[config.mk]
export PLATFORM = sky130hd
export DESIGN_NAME = pwm_timer8
export DESIGN_NICKNAME = d
export VERILOG_FILES = /design/src/rtl/pwm_timer8_pkg.sv /design/src/rtl/tmr_prescaler.sv /design/src/rtl/tmr_edge_detect.sv /design/src/rtl/tmr_pwm_fsm.sv /design/src/rtl/pwm_timer8.sv
export SDC_FILE = /design/constraint.sdc
export NUM_CORES = 1
export LEC_CHECK = 0
export CORE_ASPECT_RATIO = 2
export CORE_UTILIZATION = 55
export DETAILED_ROUTE_END_ITERATION = 8
export PLACE_DENSITY = 0.81
export SLEW_MARGIN = 5
export SYNTH_ARGS = -nofsm -noshare
export SYNTH_HDL_FRONTEND = slang
export SYNTH_SLANG_ARGS = --single-unit
[constraint.sdc]
create_clock -name clk -period 3.52 [get_ports clk]
set_clock_uncertainty 0.2 [all_clocks]
set_input_delay 1.056 -clock clk [delete_from_list [all_inputs] [get_ports clk]]
set_output_delay 1.056 -clock clk [all_outputs]
set_load 0.02 [all_outputs]
[src/rtl/pwm_timer8_pkg.sv]
package pwm_timer8_pkg;

    typedef enum logic [2:0] {
        CS_STOP     = 3'b000,
        CS_DIV1     = 3'b001,
        CS_DIV8     = 3'b010,
        CS_DIV64    = 3'b011,
        CS_DIV256   = 3'b100,
        CS_DIV1024  = 3'b101,
        CS_EXT_FALL = 3'b110,
        CS_EXT_RISE = 3'b111
    } clk_sel_e;

    typedef enum logic {
        ST_LOW  = 1'b0,
        ST_HIGH = 1'b1
    } pwm_state_e;

    localparam logic [2:0] WAVE_FAST_PWM = 3'b011;
    localparam logic [1:0] OUT_NONINV    = 2'b10;
    localparam int         NUM_DIV       = 5;

    // log2 of each internal divisor, index 0 is the undivided clock
    function automatic int div_log2(input int idx);
        case (idx)
            0:       return 0;
            1:       return 3;
            2:       return 6;
            3:       return 8;
            default: return 10;
        endcase
    endfunction

endpackage

[src/rtl/tmr_prescaler.sv]
module tmr_prescaler
    import pwm_timer8_pkg::*;
#(
    parameter int PRE_W = 10
) (
    input  logic       clk,
    input  logic       rst_n,
    input  logic       restart,
    input  logic [2:0] sel,
    output logic       tick
);

    logic [PRE_W-1:0]   pre_q;
    logic [NUM_DIV-1:0] tap_hit;

    always_ff @(posedge clk or negedge rst_n) begin
        if (!rst_n)       pre_q <= '0;
        else if (restart) pre_q <= '0;
        else              pre_q <= pre_q + 1'b1;
    end

    for (genvar gi = 0; gi < NUM_DIV; gi++) begin : g_tap
        localparam int               TapBits = div_log2(gi);
        localparam logic [PRE_W-1:0] TapMask = PRE_W'((1 << TapBits) - 1);
        assign tap_hit[gi] = ((pre_q & TapMask) == TapMask);
    end

    always_comb begin
        case (clk_sel_e'(sel))
            CS_DIV1:    tick = tap_hit[0];
            CS_DIV8:    tick = tap_hit[1];
            CS_DIV64:   tick = tap_hit[2];
            CS_DIV256:  tick = tap_hit[3];
            CS_DIV1024: tick = tap_hit[4];
            default:    tick = 1'b0;
        endcase
    end

endmodule

[src/rtl/tmr_edge_detect.sv]
module tmr_edge_detect #(
    parameter int SYNC_STAGES = 2
) (
    input  logic clk,
    input  logic rst_n,
    input  logic pin,
    output logic rise,
    output logic fall
);

    logic [SYNC_STAGES:0] shift_q;

    always_ff @(posedge clk or negedge rst_n) begin
        if (!rst_n) shift_q <= '0;
        else        shift_q <= {shift_q[SYNC_STAGES-1:0], pin};
    end

    assign rise =  shift_q[SYNC_STAGES-1] & ~shift_q[SYNC_STAGES];
    assign fall = ~shift_q[SYNC_STAGES-1] &  shift_q[SYNC_STAGES];

endmodule

[src/rtl/tmr_pwm_fsm.sv]
module tmr_pwm_fsm
    import pwm_timer8_pkg::*;
#(
    parameter int CNT_W = 8
) (
    input  logic             clk,
    input  logic             rst_n,
    input  logic             tick,
    input  logic [CNT_W-1:0] count,
    input  logic [CNT_W-1:0] cmp_act,
    input  logic             pwm_en,
    output logic             pwm_out
);

    pwm_state_e state_q, state_d;
    logic       at_wrap, at_match;

    assign at_wrap  = tick && (count == '1);
    assign at_match = tick && (count == cmp_act);

    always_ff @(posedge clk or negedge rst_n) begin
        if (!rst_n) state_q <= ST_HIGH;
        else        state_q <= state_d;
    end

    always_comb begin
        state_d = state_q;
        unique case (state_q)
            ST_HIGH: if (at_wrap)       state_d = ST_HIGH;  // WRAP wins
                     else if (at_match) state_d = ST_LOW;   // MATCH
            ST_LOW:  if (at_wrap)       state_d = ST_HIGH;  // WRAP
        endcase
    end

    always_comb begin
        pwm_out = pwm_en && (state_q == ST_HIGH);
    end

endmodule

[src/rtl/pwm_timer8.sv]
module pwm_timer8
    import pwm_timer8_pkg::*;
#(
    parameter int CNT_W       = 8,
    parameter int PRE_W       = 10,
    parameter int SYNC_STAGES = 2
) (
    input  logic             clk,
    input  logic             rst_n,
    input  logic             cfg_we,
    input  logic [2:0]       cfg_clk_sel,
    input  logic [2:0]       cfg_wave,
    input  logic [1:0]       cfg_out_mode,
    input  logic             cmp_we,
    input  logic [CNT_W-1:0] cmp_wdata,
    input  logic             ext_pin,
    output logic [CNT_W-1:0] count,
    output logic             pwm_out,
    output logic             ovf_pulse
);

    logic [2:0]       csel_q;
    logic [2:0]       wave_q;
    logic [1:0]       omode_q;
    logic [CNT_W-1:0] cnt_q;
    logic [CNT_W-1:0] cmp_pend, cmp_act, cmp_next;
    logic             ovf_q;
    logic             restart, pre_tick, ext_rise, ext_fall, tick, wrap, pwm_en;

    // only a change of code restarts the prescaler
    assign restart = cfg_we && (cfg_clk_sel != csel_q);

    always_ff @(posedge clk or negedge rst_n) begin
        if (!rst_n) begin
            csel_q  <= CS_STOP;
            wave_q  <= '0;
            omode_q <= '0;
        end else if (cfg_we) begin
            csel_q  <= cfg_clk_sel;
            wave_q  <= cfg_wave;
            omode_q <= cfg_out_mode;
        end
    end

    tmr_prescaler #(.PRE_W(PRE_W)) u_pre (
        .clk     (clk),
        .rst_n   (rst_n),
        .restart (restart),
        .sel     (csel_q),
        .tick    (pre_tick)
    );

    tmr_edge_detect #(.SYNC_STAGES(SYNC_STAGES)) u_edge (
        .clk   (clk),
        .rst_n (rst_n),
        .pin   (ext_pin),
        .rise  (ext_rise),
        .fall  (ext_fall)
    );

    // source selection
    always_comb begin
        case (clk_sel_e'(csel_q))
            CS_STOP:     tick = 1'b0;
            CS_EXT_FALL: tick = ext_fall;
            CS_EXT_RISE: tick = ext_rise;
            default:     tick = pre_tick;
        endcase
    end

    assign wrap     = tick && (cnt_q == '1);
    assign cmp_next = cmp_we ? cmp_wdata : cmp_pend;

    always_ff @(posedge clk or negedge rst_n) begin
        if (!rst_n) begin
            cnt_q    <= '0;
            ovf_q    <= 1'b0;
            cmp_pend <= '0;
            cmp_act  <= '0;
        end else begin
            if (tick) cnt_q <= cnt_q + 1'b1;
            ovf_q    <= wrap;
            cmp_pend <= cmp_next;
            if (wrap) cmp_act <= cmp_next;   // load at wrap, bypass same-cycle write
        end
    end

    assign pwm_en = (wave_q == WAVE_FAST_PWM) && (omode_q == OUT_NONINV);

    tmr_pwm_fsm #(.CNT_W(CNT_W)) u_fsm (
        .clk     (clk),
        .rst_n   (rst_n),
        .tick    (tick),
        .count   (cnt_q),
        .cmp_act (cmp_act),
        .pwm_en  (pwm_en),
        .pwm_out (pwm_out)
    );

    assign count     = cnt_q;
    assign ovf_pulse = ovf_q;

endmodule

-- Word level (Yosys, flattened, before mapping)
Index checks and enable logic that the tools add are counted.
- bits in latches: 0
- bits in read-only memories: 0
- memories: 0
- memory bits (writable): 0
- flip-flop bits (word level): 47
- logic and storage cells: 47
- input bits: 21
- shift operators: 0
- bitwise logic cells: 5
- div/mod/pow operators: 0
- reductions and logical operators: 6
- muxes and demuxes: 8
- add/sub/neg operators: 2
- eq/ne operators: 16
- multiply operators: 0
- order comparisons: 0
- operators by type and width (operator ; count):
    $eq A8 B8 Y1 const B ; 2
    $eq A3 B3 Y1 const B ; 5
    $add A10 B1 Y10 const B ; 1
    $eq A10 B10 Y1 const B ; 1
    $mux W10 ; 1
    $eq A3 B2 Y1 const B ; 3
    $add A8 B1 Y8 const B ; 1
    $eq A8 B8 Y1 ; 1
    $mux W8 ; 1
    $eq A6 B6 Y1 const B ; 1
    $logic_and A1 B1 Y1 ; 5
    $pmux W1 S5 ; 1
    $eq A3 B1 Y1 const B ; 1
    $logic_not A3 Y1 ; 1
    $mux W1 ; 3
    $ne A3 B3 Y1 ; 1
    $not A1 Y1 ; 3
    $pmux W1 S3 ; 1
    $and A1 B1 Y1 ; 2
    $eq A2 B2 Y1 const B ; 1
    $pmux W1 S2 ; 1

-- Depth between registers and ports, before layout
- depth after elaboration: 7
- mapped depth: 7
- gate-level depth less buffers: 6

-- Cells and area by module
A second synthesis with hierarchy kept.
- cells, all modules: 171
- area, all modules: 2143.3 um^2
- by module, submodules not included (module ; cells an instance ; instances ; area each (um^2)):
    pwm_timer8 ; 96 ; 1 ; 1390.1
    tmr_prescaler ; 52 ; 1 ; 515.5
    tmr_pwm_fsm ; 18 ; 1 ; 147.6
    tmr_edge_detect ; 5 ; 1 ; 90.1

-- Worst setup path after synthesis
OpenSTA, ideal clock, no wires.
- path kind: flip-flop to output port
- start: reg u_fsm.state_q
- end: out pwm_out
- data required time: 2264 ps
- path buffers: 0
- stages on the path, launching flop included: 3
- data arrival time: 1178 ps
- path slack: 1086 ps
- cell sequence: dfstp_2 -> nand2_1 -> nor4_1
- longest elaborated chain between the ends: 1
- ends and longest elaborated chain (what ; RTL line ; text):
    from (decl) ; tmr_pwm_fsm.sv:15 ; pwm_state_e state_q, state_d;
    from (signal assigned) ; tmr_pwm_fsm.sv:23 ; else state_q <= state_d;
    $logic_and A1 B1 Y1 ; tmr_pwm_fsm.sv:36 ; pwm_out = pwm_en && (state_q == ST_HIGH);
    to (decl) ; pwm_timer8.sv:18 ; output logic pwm_out,
No other way between the ends.

-- Final worst setup path
Same ends and word-level chain as after synthesis.

==> qor_table.md <==
| Quantity | This run |
| --- | --- |
| Maximum achievable frequency | 337.0 MHz |
| Maximum fanout along the worst path | 2 |
| Area of the die | 4027 um2 |
| Async set-reset flop share out of synthesis | 100.0% |
| GRT Total Usage | 22.85% |
| Overall overflow remaining after global route | 0 |
| Count of buffers from port buffering | 30 |
| Path type of the worst setup path | reg2out |
| Dpl hpwl | 2.964 mm |
| WL/cell | 16.20 um |
| Floorplan die height | 88.75 um |
| Unrepaired setup endpoints after global routing | no |
| Max-Cap Viols | 0 |
| Area of the core region | 3607 um2 |
| CTS tree | done |
| Non-filler cells, final | 245 |
| Number of DRC violations after detailed-routing iteration 0 | 23 |
| Number of setup violations in the final report | 0 |
| Type of element launching the critical path | register |
| Final antenna diode count | 0 |
| Wire length of the first global-routing pass | 6.382 mm |
| Slack of the worst reg-to-reg path | 0.97 ns |
| Final worst path period need | 2.967 ns |
| Largest net degree at the start of global routing | 48 |
| Arrival @ worst endpoint | 1.71 ns |
| Number of nets produced by synthesis | 187 |
| Final Max Slew Viols | 0 |
| Die extent in x | 45.38 um |
| Total of warnings raised by yosys | 0 |
| Post-Place Worst Slack | 0.7816 ns |
| Initial antenna violation count | 0 |
| Syn-to-layout area delta | 21.58% |
| EDFF count, synth | 0 |
| Result of the run | completed |
| Overall power | 1.410 mW |
| Post-synth design cell area | 2069 um2 |
| Number of instances in the synthesized netlist | 163 |
| Clock buffer depth | 2 |
| Top flip-flop cell by instance count after synthesis | dfrtp_1 |
| Final Hold Fails | 0 |
| Count of nets left with antenna violations after detail routing | 0 |
| Total via count after detailed routing | 1345 |
| CTS clk-pin slew, worst paths | 0.08 ns |
| I/O pins | 31 |
| WHS | 0.1583 ns |
| Fraction of final layout cells sized beyond drive strength 1 | 19.90% |
| Placed cell areas | 2404 um2 |
| Worst-Margin Slew | 0.9959 ns |
| Slack of the critical path | 0.5527 ns |
| Finished Core Util | 69.75% |
| Cell leakage power | 1.074 nW |
| Total of flip-flops plus latches after synthesis | 47 |
| Initial standard-cell utilization of the core | 57.37% |
| Drt first pass iters | 4 |
| Power density over the cells | 560.2 nW/um2 |
| Buffer count from post-CTS setup fixing | 0 |
| Final-stage net count | 219 |
| Number of core rows | 31 |
| CP Capture Type | output pin |
| Detailed Route WL | 3.969 mm |
| Clock Latency Late Sink | 0.30 ns |
| Number of levels in the clock H-tree | 2 |
| Non-Filler Cell Area, Final | 2516 um2 |
| Highest ir drop seen on vdd | 398.4 uV |
| Netlist cell types | 32 |
| Final setup TNS | 0 ns |
| Post-Place Cells | 237 |
| Number of cells upsized or downsized after cts | 0 |
| Final Cycle Share | 84.30% |
| Final RePlAce weighted congestion | 0.8774 |
| Clock sink total | 47 |
| Number of buffers created by CTS | 5 |
| Register area share after synthesis | 56.89% |
| Slew margin rel. | 33.61% |
| Via count of the first global-routing pass | 1347 |
| Root Buffer Master | clkbuf_8 |
| Required time at the endpoint of the critical path | 2.26 ns |
| Average vias per placed instance | 5.490 |
| Final routed DRC violation total | 0 |
| Filler Cells Inserted | 268 |
| Number of hold buffers added after CTS | 0 |
| Average instance area after synthesis | 12.70 um2 |
| Worst hold-check path type | reg2reg |
[where the power goes]
part | switching [mW] | internal, mW
Combinational | 0.153 | 0.172
Sequential | 0.0898 | 0.603
Clock | 0.180 | 0.211
[layout by cell type, fill, tap and decap left out, drive strengths merged]
cell type      count
a21oi              4
and3               1
and4               2
buf                1
bufinv             1
clkbuf             5
clkdlybuf4s50     29
clkinv             2
dfrtp             46
dfstp              1
ha                 3
inv                3
mux2              24
nand2              8
nand3              5
nand3b             1
nand4              4
nand4b             1
nor2               8
nor2b              2
nor3               3
nor3b              1
nor4               3
nor4b              1
o21a               1
o21ai              5
o311ai             1
o31a               1
o32ai              1
o41ai              1
or2                1
or3                3
xnor2             11
xor2              12
[sequential cells by signal (all words and copies together) (netlist names), 2 cells and up]
register / count
u_pre.pre_q: 10
cmp_act: 8
cmp_pend: 8
count: 8
csel_q: 3
u_edge.shift_q: 3
wave_q: 3
omode_q: 2
[worst max-delay path, cell delays in order (launching register included)]
cell             delay [ns]
dfstp_2                0.53
nand2_1                0.05
nor4_1                 0.18
clkdlybuf4s50_1        0.65
[kinds of logic after synthesis]
| family | share of synthesized area (%) |
|---|---|
| flip-flops | 56.89 |
| AND/OR/NAND/NOR | 12.27 |
| multiplexers | 13.06 |
| XOR/XNOR | 9.734 |
| AO/OA/AOI/OAI | 4.595 |
| buffers and inverters | 1.632 |
| adder cells (fa/ha/maj) | 1.814 |
[synthesized netlist by cell type, drive strengths merged (2+ instances only)]
cell type   n  area share, %
a21oi       4           0.97
and4        2            1.1
clkbuf      4           0.73
dfrtp      46             56
ha          3            1.8
inv         3           0.54
mux2       24             13
nand2       8            1.5
nand3       5            1.2
nand4       4            1.2
nor2        8            1.5
nor2b       2           0.60
nor3        3            1.3
nor4        3           0.91
o21ai       5            1.2
or3         3           0.91
xnor2      11            4.7
xor2       12            5.1
[routing by layer]
metal / GRT usage [%] / vias up / part of all wire (%)
li1: - / 636 / -
met1: 26.06 / 671 / 38
met2: 39.92 / 29 / 57
met3: 4.286 / 9 / 2.8
met4: 10.19 / 0 / 2.4
met5: 0 / - / 0
[cell type report]
| type | instances | area, um2 | area share, % |
|---|---|---|---|
| Tap cell | 49 | 61.31 | 2.437 |
| Inverter | 3 | 11.26 | 0.4475 |
| Clock buffer | 5 | 68.82 | 2.735 |
| Multi-Input combinational cell | 108 | 858.3 | 34.11 |
| Clock inverter | 3 | 43.79 | 1.740 |
| Sequential cell | 47 | 1177 | 46.79 |
| Timing Repair Buffer | 30 | 295.3 | 11.74 |
[worst paths after layout]
kind / endpoint / cells after the start / from
worst max-delay path: pwm_out / 3 / u_fsm.state_q$_DFF_PN1_
worst min register to register: u_edge.shift_q[1]$_DFF_PN0_ / 0 / u_edge.shift_q[0]$_DFF_PN0_
worst min-delay path: u_edge.shift_q[1]$_DFF_PN0_ / 0 / u_edge.shift_q[0]$_DFF_PN0_
max in group asynchronous: ovf_pulse$_DFF_PN0_ / 1 / rst_n
worst max register to register: count[1]$_DFFE_PN0P_ / 6 / u_pre.pre_q[0]$_DFF_PN0_
min in group asynchronous: u_pre.pre_q[3]$_DFF_PN0_ / 1 / rst_n
(Power assumes the default switching activity.)
